<file path="src/rtl/io_dec_pkg.sv">
package io_dec_pkg;
  localparam int BYTE_W     = 8;
  localparam int DATA_BASE  = 1;
  localparam int CTRL_BASE  = 4;
  localparam int TX_BASE    = 7;
  localparam int SCTL_BASE  = 9;
  localparam int SER_STRIDE = 3;

  typedef enum logic [2:0] {
    SEL_VER,
    SEL_DATA,
    SEL_CTRL,
    SEL_TX,
    SEL_SCTL,
    SEL_NONE
  } sel_kind_e;
endpackage

</file>
<file path="src/rtl/io_addr_decode.sv">
module io_addr_decode
  import io_dec_pkg::*;
#(
  parameter int N_PORTS = 3,
  parameter int ADDR_W  = 4,
  parameter int PIDX_W  = 2
) (
  input  logic [ADDR_W-1:0] addr_i,
  output sel_kind_e         kind_o,
  output logic [PIDX_W-1:0] port_o
);
  always_comb begin
    kind_o = SEL_NONE;
    port_o = '0;
    if (addr_i == '0) kind_o = SEL_VER;
    for (int p = 0; p < N_PORTS; p++) begin
      if (int'(addr_i) == DATA_BASE + p) begin
        kind_o = SEL_DATA;
        port_o = PIDX_W'(p);
      end
      if (int'(addr_i) == CTRL_BASE + p) begin
        kind_o = SEL_CTRL;
        port_o = PIDX_W'(p);
      end
      if (int'(addr_i) == TX_BASE + SER_STRIDE * p) begin
        kind_o = SEL_TX;
        port_o = PIDX_W'(p);
      end
      if (int'(addr_i) == SCTL_BASE + SER_STRIDE * p) begin
        kind_o = SEL_SCTL;
        port_o = PIDX_W'(p);
      end
    end
  end
endmodule

</file>
<file path="src/rtl/io_port_regs.sv">
module io_port_regs
  import io_dec_pkg::*;
(
  input  logic              clk_i,
  input  logic              rst_ni,
  input  logic [BYTE_W-1:0] wdata_i,
  input  logic              we_ctrl_i,
  input  logic              we_tx_i,
  input  logic              we_sctl_i,
  output logic [BYTE_W-1:0] ctrl_o,
  output logic [BYTE_W-1:0] tx_o,
  output logic [BYTE_W-1:0] sctl_o
);
  always_ff @(posedge clk_i or negedge rst_ni) begin
    if (!rst_ni)        ctrl_o <= '0;
    else if (we_ctrl_i) ctrl_o <= wdata_i;
  end

  always_ff @(posedge clk_i or negedge rst_ni) begin
    if (!rst_ni)      tx_o <= '0;
    else if (we_tx_i) tx_o <= wdata_i;
  end

  always_ff @(posedge clk_i or negedge rst_ni) begin
    if (!rst_ni)        sctl_o <= '0;
    else if (we_sctl_i) sctl_o <= wdata_i;
  end
endmodule

</file>
<file path="src/rtl/io_read_path.sv">
module io_read_path
  import io_dec_pkg::*;
#(
  parameter int N_PORTS = 3,
  parameter int PIN_W   = 7,
  parameter int PIDX_W  = 2
) (
  input  logic                     clk_i,
  input  logic                     rst_ni,
  input  logic                     rd_i,
  input  sel_kind_e                kind_i,
  input  logic [PIDX_W-1:0]        port_i,
  input  logic [BYTE_W-1:0]        version_i,
  input  logic [BYTE_W-1:0]        ctrl_i [N_PORTS],
  input  logic [BYTE_W-1:0]        tx_i   [N_PORTS],
  input  logic [BYTE_W-1:0]        sctl_i [N_PORTS],
  input  logic [N_PORTS*PIN_W-1:0] pins_i,
  output logic [BYTE_W-1:0]        rdata_o,
  output logic                     unmapped_o
);
  logic [BYTE_W-1:0] ctrl_sel, tx_sel, sctl_sel, rd_next;
  logic [PIN_W-1:0]  pins_sel;

  always_comb begin
    ctrl_sel = '0;
    tx_sel   = '0;
    sctl_sel = '0;
    pins_sel = '0;
    for (int p = 0; p < N_PORTS; p++) begin
      if (port_i == PIDX_W'(p)) begin
        ctrl_sel = ctrl_i[p];
        tx_sel   = tx_i[p];
        sctl_sel = sctl_i[p];
        pins_sel = pins_i[p*PIN_W +: PIN_W];
      end
    end
  end

  always_comb begin
    unique case (kind_i)
      SEL_VER:  rd_next = version_i;
      SEL_DATA: rd_next = {ctrl_sel[BYTE_W-1], pins_sel};
      SEL_CTRL: rd_next = ctrl_sel;
      SEL_TX:   rd_next = tx_sel;
      SEL_SCTL: rd_next = sctl_sel;
      default:  rd_next = '0;
    endcase
  end

  always_ff @(posedge clk_i or negedge rst_ni) begin
    if (!rst_ni) begin
      rdata_o    <= '0;
      unmapped_o <= 1'b0;
    end else begin
      unmapped_o <= rd_i && (kind_i == SEL_NONE);
      if (rd_i) rdata_o <= rd_next;
    end
  end
endmodule

</file>
<file path="src/rtl/io_space_decoder.sv">
module io_space_decoder
  import io_dec_pkg::*;
#(
  parameter int          N_PORTS = 3,
  parameter int          ADDR_W  = 4,
  parameter logic [3:0]  HW_REV  = 4'h0,
  localparam int         PIN_W   = BYTE_W - 1
) (
  input  logic                     clk_i,
  input  logic                     rst_ni,
  input  logic                     rd_i,
  input  logic                     wr_i,
  input  logic [ADDR_W-1:0]        addr_i,
  input  logic [BYTE_W-1:0]        wdata_i,
  input  logic                     overseas_i,
  input  logic                     pal_i,
  input  logic                     exp_present_i,
  input  logic [N_PORTS*PIN_W-1:0] pins_i,
  output logic [BYTE_W-1:0]        rdata_o,
  output logic                     unmapped_o
);
  localparam int PIDX_W = (N_PORTS > 1) ? $clog2(N_PORTS) : 1;

  sel_kind_e         kind;
  logic [PIDX_W-1:0] port;
  logic [BYTE_W-1:0] ctrl_q [N_PORTS];
  logic [BYTE_W-1:0] tx_q   [N_PORTS];
  logic [BYTE_W-1:0] sctl_q [N_PORTS];
  logic [BYTE_W-1:0] version;

  assign version = {overseas_i, pal_i, ~exp_present_i, 1'b0, HW_REV};

  io_addr_decode #(
    .N_PORTS(N_PORTS), .ADDR_W(ADDR_W), .PIDX_W(PIDX_W)
  ) u_dec (
    .addr_i(addr_i), .kind_o(kind), .port_o(port)
  );

  for (genvar p = 0; p < N_PORTS; p++) begin : g_port
    logic hit;
    assign hit = wr_i && (port == PIDX_W'(p));
    io_port_regs u_regs (
      .clk_i     (clk_i),
      .rst_ni    (rst_ni),
      .wdata_i   (wdata_i),
      .we_ctrl_i (hit && (kind == SEL_CTRL)),
      .we_tx_i   (hit && (kind == SEL_TX)),
      .we_sctl_i (hit && (kind == SEL_SCTL)),
      .ctrl_o    (ctrl_q[p]),
      .tx_o      (tx_q[p]),
      .sctl_o    (sctl_q[p])
    );
  end

  io_read_path #(
    .N_PORTS(N_PORTS), .PIN_W(PIN_W), .PIDX_W(PIDX_W)
  ) u_rd (
    .clk_i      (clk_i),
    .rst_ni     (rst_ni),
    .rd_i       (rd_i),
    .kind_i     (kind),
    .port_i     (port),
    .version_i  (version),
    .ctrl_i     (ctrl_q),
    .tx_i       (tx_q),
    .sctl_i     (sctl_q),
    .pins_i     (pins_i),
    .rdata_o    (rdata_o),
    .unmapped_o (unmapped_o)
  );
endmodule

</file>
<file path="config.mk">
export PLATFORM = sky130hd
export DESIGN_NAME = io_space_decoder
export DESIGN_NICKNAME = d
export VERILOG_FILES = /design/src/rtl/io_dec_pkg.sv /design/src/rtl/io_addr_decode.sv /design/src/rtl/io_port_regs.sv /design/src/rtl/io_read_path.sv /design/src/rtl/io_space_decoder.sv
export SDC_FILE = /design/constraint.sdc
export NUM_CORES = 1
export LEC_CHECK = 0
export ABC_AREA = 1
export CELL_PAD_IN_SITES_DETAIL_PLACEMENT = 0
export CELL_PAD_IN_SITES_GLOBAL_PLACEMENT = 2
export CORE_ASPECT_RATIO = 1.2
export CORE_MARGIN = 2
export CORE_UTILIZATION = 32
export CTS_CLUSTER_SIZE = 8
export DETAILED_ROUTE_END_ITERATION = 8
export PLACE_DENSITY = 0.79
export SLEW_MARGIN = 20
export SYNTH_ARGS = -nofsm -noshare
export SYNTH_HDL_FRONTEND = slang
export SYNTH_SLANG_ARGS = --single-unit
export TNS_END_PERCENT = 10
</file>
<file path="constraint.sdc">
create_clock -name clk_i -period 1.4 [get_ports clk_i]
set_input_delay 0.28 -clock clk_i [delete_from_list [all_inputs] [get_ports clk_i]]
set_output_delay 0.28 -clock clk_i [all_outputs]
set_load 0.02 [all_outputs]
</file>
==> results by stage, run 1 <==
Synth:
- The post-synthesis net count is 578.
- Yosys mapped the design onto 26 distinct sky130hd cell types.
- The gate count after technology mapping is 538.
- In this run the mean area of a mapped cell was 7.60 sq um.
- The synthesized flop and latch total is 81.
- The post-synthesis sequential area ratio is 0.495.
- The total standard cell area after synthesis is about 4100 sq um.
- The Yosys step of the flow raised 0 warnings.

Timing:
- The share of the clock period used by the worst path is 1.03.
- In this run the tightest slew margin relative to its limit is 0.734.
- The final hold violation count was 0.
- The worst path in the final design needs a cycle of around 1.4 ns, including I/O delays and setup.
- The slew of the pin with the lowest slew margin is 0.398 ns.
- The maximum operating frequency is 691 MHz.
- Setup repair after global routing could not meet its margin everywhere.
- The final worst slack is -0.0472 ns.
- The final max-slew violation count is 0.
- Across the routed clock network, the largest skew measured is 0.00475 ns.
- Setup violations remaining at the end of the flow were counted as 29.
- The final hold slack is just under 0.4 ns.

Clock network:
- The sink count of the clock tree is 81.
- Clock-pin slew was measured on the worst setup and hold paths at 0.06 ns.
- The clock tree synthesis step divided the H-tree into 3 levels.
- The clock tree from TritonCTS is built.
- The clock latency reported for the late side of the worst-skew pair is 0.34 ns.
- The maximum number of buffers from clock root to sink is 2.
- The tree is rooted in a sky130_fd_sc_hd__clkbuf_16.
- Clock tree synthesis inserted a total of 9 buffers.

Layout:
- The final cell count without fillers is 821.
- Of the cells placed in the final design, the portion with a size suffix greater than 1 is 0.254.
- The post-synthesis to final-layout area growth is 45.8%.
- The antenna diode count is 0.
- The final layout net count is 694.

Global route:
- The global-route total usage across every layer is 0.205.
- Entering global routing, the biggest net connects 35 pins.
- The number of antenna violations at the first check in global routing is 0.
- The first global-routing pass estimated 21.0 mm of wire.
- The total overflow left after global routing is 0.
- The via count of the first global-routing pass is 3,843.

Floorplanning:
- The area inside the core boundary is between 10,000 and 15,000 sq um.
- For this configuration, the core starts out at a cell density of 0.326.
- The row count is 45.
- The floorplan die width is 107 microns.
- The total die area is 13,700 sq um.
- The die outline height is 128 microns.
- During I/O placement, the number of pins put on the boundary was 49.

Job:
- The number of maximum-capacitance violations is 0.

Route:
- The per-cell via count in the routed design is 4.73.
- The routed layout has approximately 3,900 vias.
- In this run, the number of DRC markers left after iteration 0 of detailed routing was 196.
- After detailed routing, the average wire length per cell comes to roughly 16 microns.
- The final routed DRC violation total is 0.
- The detail route stage leaves a number of antenna-violating nets equal to 0.
- The total met2 wirelength after detailed routing is 6.67 mm.
- The first TritonRoute pass finished after 4 iterations.
- The top layer reached by signal wires is met4.
- The met3 routed wirelength is 445 microns.
- The final layout contains routed wiring with a total length of 13.5 mm.
- For this block, wires on met1 add up to 6.19 mm.

Placement:
- The cell count after placement is between 700 and 800.
- Input and output buffers added on the ports amount to 48.
- The global placer's final weighted congestion is ~0.85.
- The final HPWL from detailed placement is 9.22 mm.

Critical path:
- STA classifies the critical path startpoint as a primary input.
- The endpoint identified for the worst register-to-register timing path is u_rd.rdata_o[6].
- For the worst setup path, the data arrival time is 1.71 ns.
- The register-to-register setup slack is ~0.26 ns.
- At the worst endpoint, the required time is between 1.5 and 2 ns.
- The path type of the worst setup path is in2reg.
- Traced cell by cell, the critical path runs through buf_12 -> nand2_4 -> inv_4 -> nand2_4 -> buf_6 -> nand2_4 -> nor2_4 -> nand2_8 -> nor2_4 -> inv_4 -> nor3_4 -> buf_6 -> nor2_2 -> a21oi_1.
- The worst setup path is captured at a register.
- The peak fanout along the critical path is 8.
- The number of cells on the worst reg-to-reg path is 8.
- The largest incremental delay on the critical path is 0.18 ns.
- The startpoint identified for the worst register-to-register timing path is g_port[1].u_regs.sctl_o[6].
- In this design, the critical path's most frequently occurring cell is sky130_fd_sc_hd__nand2_4.
- For this design, the slowest cell found on the critical path is sky130_fd_sc_hd__nor3_4.

Status:
- The run finished, with violations left.
- The checks that failed: setup timing.

Pwr:
- In this run the power density over the cells is between 1000 and 1500 nW/um^2.
- The leakage component of the power is 2.98 nW.
- The worst supply voltage drop on vdd is 0.457 mV.

Hold path:
- The classification of the worst-slack hold path is in2async.
[area by class of cell]
cell class,instances,area (sq um)
clock buffer,10,229
clock inverter,4,22.5
fill,1265,6590
inverter,39,166
multi-input combinational,401,2080
sequential,81,2030
tap,164,205
timing repair buffer,122,1240
[report_power, final]
| part | internal [mW] | switching, mW | leakage (nW) | total, mW |
|---|---|---|---|---|
| registers | 2.98 | 0.344 | 1.02 | 3.32 |
| logic | 0.922 | 1.11 | 1.83 | 2.04 |
| clock network | 1.17 | 0.929 | 0.124 | 2.10 |
| total | 5.07 | 2.39 | 2.98 | 7.46 |
[metal layers]
| metal | global-route usage | vias up |
|---|---|---|
| met5 | 0 | - |
| met4 | 0.0817 | 0 |
| met3 | 0.0254 | 13 |
| met2 | 0.340 | 86 |
| met1 | 0.272 | 1845 |
| li1 | - | 1937 |
[cells in the mapped netlist, drive strengths merged]
| cell | instances | share of area |
|---|---|---|
| clkbuf | 5 | 0.0046 |
| nand2 | 229 | 0.22 |
| a21oi | 9 | 0.011 |
| nor2 | 45 | 0.054 |
| o21bai | 2 | 0.0037 |
| nand3 | 22 | 0.028 |
| buf | 14 | 0.024 |
| o21ai | 87 | 0.11 |
| nor3 | 3 | 0.0092 |
| inv | 39 | 0.036 |
| nor4 | 1 | 0.0015 |
| or2 | 1 | 0.0015 |
| dfrtp | 81 | 0.50 |
[repair_timing]
item / CTS / global route
setup endpoints to repair: 90 / 80
resized for setup: 70 / 76
gates cloned: 0 / 2
buffers inserted: 14 / 2
pin swaps: 12 / 27
endpoints found under the hold margin: 24 / 0
hold buffers: 1 / 0
[flip-flops by register name, summed over array words and instances, names as in the netlist]
register,flops
u_rd.rdata_o,8
u_rd.unmapped_o,1
g_port.u_regs.tx_o,24
g_port.u_regs.sctl_o,24
g_port.u_regs.ctrl_o,24
[how the worst max path moves through the flow]
stage,from,to,slack [ns],cells after the start
floorplan,addr_i[0],g_port[0].u_regs.sctl_o[7],-0.09,11
global placement,addr_i[1],u_rd.rdata_o[0],-1.19,11
detailed placement,addr_i[1],u_rd.rdata_o[0],-1.21,11
CTS,addr_i[2],g_port[0].u_regs.tx_o[3],-0.21,15
global route,addr_i[1],u_rd.rdata_o[3],-0.13,16
finish,addr_i[2],g_port[0].u_regs.tx_o[3],-0.05,14
[layout by cell type, fill, tap and decap left out, types with 17 or more instances in the layout]
master,n
sky130_fd_sc_hd__clkdlybuf4s50_1,34
sky130_fd_sc_hd__o21ai_1,33
sky130_fd_sc_hd__nand2_1,208
sky130_fd_sc_hd__inv_1,31
sky130_fd_sc_hd__o21ai_0,45
sky130_fd_sc_hd__dfrtp_1,81
sky130_fd_sc_hd__buf_4,48
sky130_fd_sc_hd__buf_6,17
sky130_fd_sc_hd__nand3_1,18
sky130_fd_sc_hd__nor2_1,20
[worst max-delay path, delay by kind of cell]
kind                   cells  cell delay [ns]
AOI/OAI and AO/OA          1             0.11
buffers and inverters      5             0.50
and+or+nand+nor            8             0.81
[stage by stage]
step	setup TNS, ns	total power, mW	util	setup slack (ns)	cell area, sq um
CTS	-8.39	7.37	0.457	-0.210	5740
finish	-0.519	7.46	0.475	-0.0472	5970
global placement	-73.09	5.11	0.418	-1.19	5240
floorplan	-1.94	4.34	-	-0.0867	4150
detailed placement	-73.92	5.15	0.418	-1.21	5240
global route	-5.21	7.92	0.475	-0.131	5970
[cells by family after synthesis]
kind of cell	count (synthesis)	synth area share
AND/OR/NAND/NOR	301	0.315
AO/OA/AOI/OAI	98	0.126
buffers and inverters	58	0.0642
flip-flops	81	0.495
(Power assumes the default switching activity.)
==> inputs of run 2 (changes only) <==
SETUP_SLACK_MARGIN = 0.5   (was unset)
==> run 2 against run 1 <==
Combinational power rose by 13%. Critical path type unchanged. Sequential power rose by 2%. Via count rose by 3.0%. Non-clock buffer count rose by 9. Highest routed layer unchanged. Die area did not move. Register-to-register slack barely moved. Critical endpoint is now g_port[2].u_regs.sctl_o[1]. The run ends with hold timing, setup timing left. Maximum frequency fell by 10%. Global-route usage rose by 1.6 points. Largest power group unchanged.
==> results by stage, run 2 (synthesis results as in run 1) <==
Status:
- The flow ran to the end, but the final reports show violations.
- The final reports fail on hold timing, setup timing.

Critical path:
- The worst setup path is captured at a register.
- The required time at the worst-slack endpoint was 1.62 ns (-0.04 ns).
- The critical path in this run is classified as in2reg.
- The peak fanout along the critical path is 8 (unchanged).
- The data arrival at the endpoint of the critical path is 1.82 ns (+0.11 ns).
- The number of cells on the worst reg-to-reg path is 8 (unchanged).
- The worst setup path is launched from a primary input.
- The register-to-register setup slack was 0.26 ns (about the same).

Global route:
- The global-route met2 utilization was 0.371 (+0.0316).
- The total grt overflow is 0 (unchanged).
- met2 is the most crowded layer.
- The number of antenna violations at the first check in global routing is 0 (unchanged).
- The global-route total usage across every layer is 0.221 (+0.0163).
- The via count of the first global-routing pass is 4,006 (+4.2%).
- The global-route met1 utilization is 0.290 (+0.0184).
- The global-route wire length before repair is 22.6 mm (+7.8%).
- The global routing met3 resource utilization came to 0.0305 (+0.00508).
- The pin count of the biggest net entering global routing is 27 (-23%).

Timing:
- The final critical path time including I/O delays and setup is 1.61 ns (+0.160 ns).
- Setup repair after global routing could not meet its margin everywhere.
- The slew of the pin with the lowest slew margin is 0.458 ns (+0.0602 ns).
- The maximum operating frequency is 622 MHz (-10%).
- The final hold slack is -0.162 ns (-0.559 ns).
- The final hold violation count is 18 (+18).
- The final worst slack is -0.208 ns (-0.160 ns).
- The share of the clock period used by the worst path is 1.15 (+0.115).
- The final max-slew violation count is 0 (unchanged).
- The number of endpoints failing setup at the final stage came to 80 (+180%).
- The final clock skew came to 0.00566 ns (+0.000907 ns).
- The worst slew margin relative to its limit is 0.694 (-0.0402).

Pwr:
- The worst supply voltage drop on vdd is 0.562 mV (+23%).
- The power per standard cell area was 1270 nW/um^2 (+1.2%).
- The leakage component of the power is 3.15 nW (+5.5%).

Layout:
- From synthesis to final layout, the design area changed by 56.1%.
- The ratio of cells with drive above 1 in the final layout came to 0.330 (+0.0761).
- In the layout the commonest cells are sky130_fd_sc_hd__nand2_1, sky130_fd_sc_hd__dfrtp_1, sky130_fd_sc_hd__buf_4.
- The largest registers in the layout are g_port.u_regs.ctrl_o: 24 flops, g_port.u_regs.sctl_o: 24 flops, g_port.u_regs.tx_o: 24 flops.
- The most common cell after layout, fill and taps aside is sky130_fd_sc_hd__nand2_1.
- The final cell count without fillers is 830 (+1.1%).
- The final layout net count came to 702 (+1.2%).
- The antenna diode count is 0 (unchanged).
- The final non-filler cell area was 6390 sq um (+7.1%).

Route:
- The remaining antenna violation count after routing is 0 (unchanged).
- The total routed wirelength came to 14.6 mm (+7.7%).
- The final routed DRC violation total came to 0 (unchanged).
- The per-cell routed wire length is 17.6 microns (+6.5%).
- The total vias in the final route is 3,996 (+3.0%).
- The DRC marker count from the first detailed-route iteration is 265 (+35%).
- The detailed-routing iteration count for the pre-antenna-repair pass was 5 (+1).
- The per-cell via count in the routed design came to 4.81 (+1.8%).

Floorplanning:
- The die outline height was 128 microns (unchanged).
- The floorplan die width is 107 microns (unchanged).
- The row count is 45 (unchanged).
- The number of placed I/O pins came to 49 (unchanged).
- The area inside the core boundary is 12,600 sq um (unchanged).
- The starting utilization of the core area is 0.326 (unchanged).
- The total die area was 13,700 sq um (unchanged).

Placement:
- The placement-stage cell area is 5250 sq um (+0.19%).
- The cell count after placement is 788 (-0.25%).
- The final HPWL from detailed placement came to 9.52 mm (+3.4%).
- The global placer's final weighted congestion is 0.849 (-0.45%).
- The number of input and output port buffers inserted is 48 (unchanged).

Clock network:
- The clock latency reported for the late side of the worst-skew pair is 0.34 ns (about the same).
- The clock transition at the registers of the reported paths was 0.06 ns (about the same).
- The maximum number of buffers from clock root to sink came to 2 (unchanged).
- Clock tree synthesis selected as its root buffer the cell sky130_fd_sc_hd__clkbuf_16.
- The number of clock buffers inserted by TritonCTS was 9 (unchanged).
- The total number of H-tree levels came to 3 (unchanged).
- The sink count of the clock tree came to 81 (unchanged).
- TritonCTS built the clock tree.

Job:
- The number of maximum-capacitance violations was 0 (unchanged).

Hold path:
- The classification of the worst-slack hold path is in2async.
## run 2: cell count changes in the layout (fill, tap and decap cells not counted), sizes merged
cell	before	now
buf	78	95
bufbuf	0	1
bufinv	0	1
clkbuf	10	13
clkinv	3	2
clkinvlp	1	0
dlygate4sd2	9	0
dlygate4sd3	1	0
nor2	46	45
## run 2: final timing paths
check                                            from                         end
setup / recovery                            addr_i[2]  g_port[2].u_regs.sctl_o[1]
hold / removal                                 rst_ni  g_port[2].u_regs.ctrl_o[3]
setup reg to reg           g_port[2].u_regs.sctl_o[6]             u_rd.rdata_o[6]
hold reg to reg            g_port[0].u_regs.ctrl_o[4]  g_port[0].u_regs.ctrl_o[4]
max in group asynchronous                      rst_ni    g_port[0].u_regs.tx_o[3]
min in group clk_i         g_port[0].u_regs.ctrl_o[4]  g_port[0].u_regs.ctrl_o[4]
## run 2: report_power, final
group          internal (mW)  switching [mW]
logic                   1.10            1.19
registers               2.98           0.417
clock network           1.46           0.927
## run 2: final cells by class
class / instances / area [sq um]
Clock buffer: 12 / 256
Clock inverter: 3 / 40.0
Fill cell: 1205 / 6170
Inverter: 39 / 164
Multi-Input combinational cell: 400 / 2230
Sequential cell: 81 / 2030
Tap cell: 164 / 205
Timing Repair Buffer: 131 / 1470
## run 2: repair_timing
action	CTS	global route
resized for setup	170	76
setup buffers	19	2
endpoints found under the setup margin	90	90
cloned	4	2
pin swaps	23	25
hold endpoints to repair	18	18
## run 2: per-stage QoR
| stage | setup TNS, ns | setup slack [ns] | utilization | power, mW | hold WS [ns] |
|---|---|---|---|---|---|
| after floorplan | -1.94 | -0.0867 | - | 4.34 | -0.0156 |
| after global placement | -75.31 | -1.22 | 0.418 | 5.13 | 0.195 |
| after detailed placement | -74.98 | -1.20 | 0.418 | 5.17 | 0.198 |
| after CTS | -12.17 | -0.258 | 0.485 | 7.86 | -0.159 |
| after global routing | -17.25 | -0.275 | 0.509 | 8.55 | -0.148 |
| final | -10.66 | -0.208 | 0.509 | 8.08 | -0.162 |
## run 2: routing by layer
layer,share of wire,wire (microns)
met1,0.43,6260
met5,0,0
met3,0.045,651
met2,0.50,7310
met4,0.025,366
## run 2: worst max-delay path, stage by stage
cell                      delay (ns)
sky130_fd_sc_hd__buf_6          0.09
sky130_fd_sc_hd__buf_8          0.13
sky130_fd_sc_hd__nor2_4         0.13
sky130_fd_sc_hd__nand2_4        0.07
sky130_fd_sc_hd__buf_6          0.12
sky130_fd_sc_hd__nand2_4        0.05
sky130_fd_sc_hd__nor2_4         0.05
sky130_fd_sc_hd__buf_6          0.11
sky130_fd_sc_hd__buf_6          0.10
sky130_fd_sc_hd__buf_6          0.12
sky130_fd_sc_hd__nor2_4         0.16
sky130_fd_sc_hd__buf_6          0.16
sky130_fd_sc_hd__nand2_8        0.11
sky130_fd_sc_hd__nand2_4        0.09
sky130_fd_sc_hd__o21ai_2        0.04
==> inputs of run 3 (changes only) <==
ABC_AREA = unset   (was 1)
CORE_UTILIZATION = 39   (was 32)
SYNTH_HIERARCHICAL = 1   (was unset)
==> run 3 against run 2 <==
The run still ends with hold timing, setup timing left. Cell count fell by 26%. Sequential share of layout area increased by 0.51 points. Flip-flop and latch count unchanged. Setup slack lost 0.14 ns. Maximum frequency fell by 7.7%. Hold slack gained 0.0058 ns. Clock power decreased by 3%. First-iteration DRC count decreased by 33%. Die area is 8.5% lower. Area after synthesis is 11% higher. Wire length is 21% lower.
==> results by stage, run 3 <==
Layout:
- In the layout the commonest cells are sky130_fd_sc_hd__dfrtp_1, sky130_fd_sc_hd__mux2_4, sky130_fd_sc_hd__clkdlybuf4s50_1.
- The antenna diode count was 0 (unchanged).
- The library cell used most frequently in the layout, excluding fill and tap cells, is sky130_fd_sc_hd__dfrtp_1.
- The post-synthesis to final-layout area growth is 38.2%.
- The multi-input combinational cell area was 2500 sq um (+12%).
- The largest registers in the layout are g_port.u_regs/ctrl_o: 24 flops, g_port.u_regs/sctl_o: 24 flops, g_port.u_regs/tx_o: 24 flops.
- The final layout net count is 489 (-30%).
- The filler cell count in the final layout is 966 (-20%).
- The ratio of cells with drive above 1 in the final layout is 0.438 (+0.108).
- The final non-filler cell area is 6290 sq um (-1.6%).
- The footprint of the flip-flops and latches is 2030 sq um (unchanged).

Synth:
- The most area-hungry cell type in the Yosys netlist is sky130_fd_sc_hd__dfrtp_1.
- The proportion of synthesized flip-flops having asynchronous set or reset was 1.00 (unchanged).
- The total standard cell area after synthesis came to 4550 sq um (+11%).
- The average footprint of a synthesized cell is 12.9 sq um (+69%).
- The flip-flop cell with the highest count after synthesis is sky130_fd_sc_hd__dfrtp_1.
- The post-synthesis sequential area ratio is 0.446 (-0.0499).
- The number of synthesized flops with an enable pin was 0 (unchanged).
- The number of warnings printed during yosys synthesis came to 6 (+6).
- The synthesized flop and latch total is 81 (unchanged).
- The unique cell type count in the Yosys netlist was 42 (+62%).
- The most instantiated library cell after synthesis is sky130_fd_sc_hd__dfrtp_1.
- Sorting the synthesized cells by how often they occur yields sky130_fd_sc_hd__dfrtp_1, sky130_fd_sc_hd__mux2_4, sky130_fd_sc_hd__mux2i_1, sky130_fd_sc_hd__inv_1.
- Yosys attributes the largest share of cell area to sky130_fd_sc_hd__dfrtp_1, sky130_fd_sc_hd__mux2_4, sky130_fd_sc_hd__mux2i_1, sky130_fd_sc_hd__o2bb2ai_1, sky130_fd_sc_hd__buf_6.
- The share of the synthesized area in the top cell type was 0.446 (-0.0499).
- The gate count after technology mapping is 354 (-34%).

Timing:
- The worst slew margin relative to its limit came to 0.656 (-0.0385).
- The final worst slack is -0.343 ns (-0.135 ns).
- The maximum operating frequency is 574 MHz (-7.7%).
- The share of the clock period used by the worst path is 1.24 (+0.0965).
- The final critical path time including I/O delays and setup came to 1.74 ns (+0.135 ns).
- Setup repair after global routing could not meet its margin everywhere.
- The number of endpoints failing setup at the final stage is 80 (unchanged).
- The slew of the pin with the lowest slew margin came to 0.514 ns (+0.0559 ns).
- The final hold slack was -0.156 ns (+0.00579 ns).
- The final hold violation count is 21 (+3).
- The final clock skew is 0.00525 ns (-0.000412 ns).
- The final max-slew violation count is 0 (unchanged).

Hold path:
- The worst hold path belongs to the class in2async.

Critical path:
- The instance count on the critical path is 9 (-6).
- The type of element launching the critical path is a primary input.
- In this run the critical register-to-register path is captured at u_rd/rdata_o[6].
- The slowest cell on the critical path is sky130_fd_sc_hd__nand4bb_4.
- The data arrival at the endpoint of the critical path is 1.97 ns (+0.15 ns).
- The kind of cell adding the most delay to the critical path is simple AND/OR/NAND/NOR gates.
- The most critical setup path has its startpoint at addr_i[3].
- The largest incremental delay on the critical path is 0.30 ns (+0.14 ns).
- The buffering stage count on the worst path with inverters included is 4 (-3).
- The number of cells on the worst reg-to-reg path was 4 (-4).
- The signal on the critical path passes through buf_6 -> buf_6 -> buf_4 -> a31oi_4 -> o21ai_4 -> nand4bb_4 -> nor3_4 -> buf_12 -> mux2_4.
- The setup path with the least slack is of type in2reg.
- The required time at the worst-slack endpoint is 1.62 ns (about the same).
- The most critical setup path has its endpoint at g_port[0].u_regs/sctl_o[4].
- STA classifies the critical path endpoint as a register.
- The startpoint identified for the worst register-to-register timing path is g_port[1].u_regs/ctrl_o[6].
- The most frequent cell on the critical path is sky130_fd_sc_hd__buf_6.
- The peak fanout along the critical path came to 8 (unchanged).
- The register-to-register setup slack is 0.21 ns (-0.05 ns).

Clock network:
- The clock transition at the registers of the reported paths is 0.06 ns (about the same).
- The number of clock buffers inserted by TritonCTS was 9 (unchanged).
- The maximum number of buffers from clock root to sink is 2 (unchanged).
- The total number of H-tree levels is 3 (unchanged).
- The clock latency reported for the late side of the worst-skew pair was 0.34 ns (about the same).
- The clock tree from TritonCTS is built.
- The sink count of the clock tree is 81 (unchanged).
- Clock tree synthesis selected as its root buffer the cell sky130_fd_sc_hd__clkbuf_16.

Route:
- The per-cell via count in the routed design is 5.13 (+6.6%).
- The final routed DRC violation total is 0 (unchanged).
- The DRC marker count from the first detailed-route iteration is 178 (-33%).
- The per-cell routed wire length is 18.9 microns (+7.7%).
- The detailed-routing iteration count for the pre-antenna-repair pass is 4 (-1).
- The total vias in the final route is 3,136 (-22%).
- The remaining antenna violation count after routing was 0 (unchanged).
- The total routed wirelength was 11.6 mm (-21%).

Placement:
- The global placer's final weighted congestion is 0.799 (-5.9%).
- The number of input and output port buffers inserted is 48 (unchanged).
- The placement-stage cell area is 5530 sq um (+5.2%).
- The final HPWL from detailed placement is 7.83 mm (-18%).

Global route:
- The number of antenna violations at the first check in global routing was 0 (unchanged).
- The global-route wire length before repair is 18.3 mm (-19%).
- The total grt overflow is 0 (unchanged).
- The pin count of the biggest net entering global routing came to 38 (+41%).
- The via count of the first global-routing pass is 3,413 (-15%).
- The global-route total usage across every layer is 0.192 (-0.0296).

Status:
- The flow ran to the end, but the final reports show violations.
- The checks that failed: hold timing, setup timing.

Floorplanning:
- The number of placed I/O pins came to 49 (unchanged).
- The starting utilization of the core area was 0.397 (+0.0711).
- The floorplan die width came to 103 microns (-4.3%).
- The area inside the core boundary came to 11,500 sq um (-8.7%).
- The total die area is 12,500 sq um (-8.5%).
- The row count is 43 (-4.4%).
- The die outline height is 122 microns (-4.3%).

Job:
- The number of maximum-capacitance violations is 0 (unchanged).

Pwr:
- The power per standard cell area is 1300 nW/um^2 (+2.5%).
- The leakage component of the power is 2.69 nW (-14%).
- The worst supply voltage drop on vdd is 0.513 mV (-8.9%).
- The overall power was 8.16 mW (+0.93%).
-- run 3: cell types whose count changed after synthesis, sizes merged, moves of 12 or more --
cell	delta
o2bb2ai	+13
o221ai	+12
nand3	-20
mux2	+73
o21ai	-74
o211ai	+13
mux2i	+30
nand2	-226
nor2	-36
inv	-22
-- run 3: worst min path at each step --
stage,startpoint,endpoint,cells past startpoint
floorplan,rst_ni,g_port[0].u_regs/ctrl_o[0],0
global placement,rst_ni,g_port[0].u_regs/tx_o[1],1
detailed placement,rst_ni,g_port[0].u_regs/tx_o[1],1
CTS,rst_ni,g_port[2].u_regs/tx_o[1],1
global route,rst_ni,g_port[2].u_regs/tx_o[1],1
finish,rst_ni,g_port[2].u_regs/tx_o[1],1
-- run 3: layer usage --
metal	vias up	GRT usage	part of all wire
met2	61	0.310	0.48
li1	1497	-	-
met4	0	0.0592	0.019
met5	-	0	0
met3	14	0.0359	0.032
met1	1564	0.260	0.47
-- run 3: cell families after synthesis --
| family | share of synthesized area |
|---|---|
| multiplexers | 0.306 |
| flip-flops | 0.446 |
| AO/OA/AOI/OAI | 0.114 |
| AND/OR/NAND/NOR | 0.0677 |
| buffers and inverters | 0.0602 |
| XOR/XNOR | 0.00578 |
| other | 0.000824 |
-- run 3: repair_timing --
action	4_1_cts	5_1_grt
endpoints found under the setup margin	90	90
pin swaps	16	16
resized for setup	111	35
setup buffers	6	3
gates cloned	0	3
endpoints found under the hold margin	21	21
-- run 3: through the flow --
| stage | setup WS [ns] | setup TNS, ns | utilization | hold WS (ns) | instances |
|---|---|---|---|---|---|
| after global routing | -0.383 | -23.68 | 0.549 | -0.145 | 611 |
| after floorplan | -0.358 | -25.96 | - | -0.0156 | 358 |
| after global placement | -1.16 | -87.69 | 0.482 | 0.205 | 583 |
| final | -0.343 | -20.56 | 0.549 | -0.156 | 611 |
| after detailed placement | -1.26 | -92.67 | 0.482 | 0.211 | 583 |
| after CTS | -0.351 | -17.79 | 0.528 | -0.153 | 605 |
-- run 3: where the power goes --
part	switching [mW]	internal, mW
Clock	0.944	1.39
Sequential	0.399	2.97
Combinational	0.918	1.54
-- run 3: cell type report --
type                    count  share of cell area
clock inverters             6              0.0107
inverters                  17              0.0105
flip-flops and latches     81               0.322
well taps                 157              0.0312
clock buffers              10              0.0364
multi-input cells         232               0.398
repair buffers            108               0.191
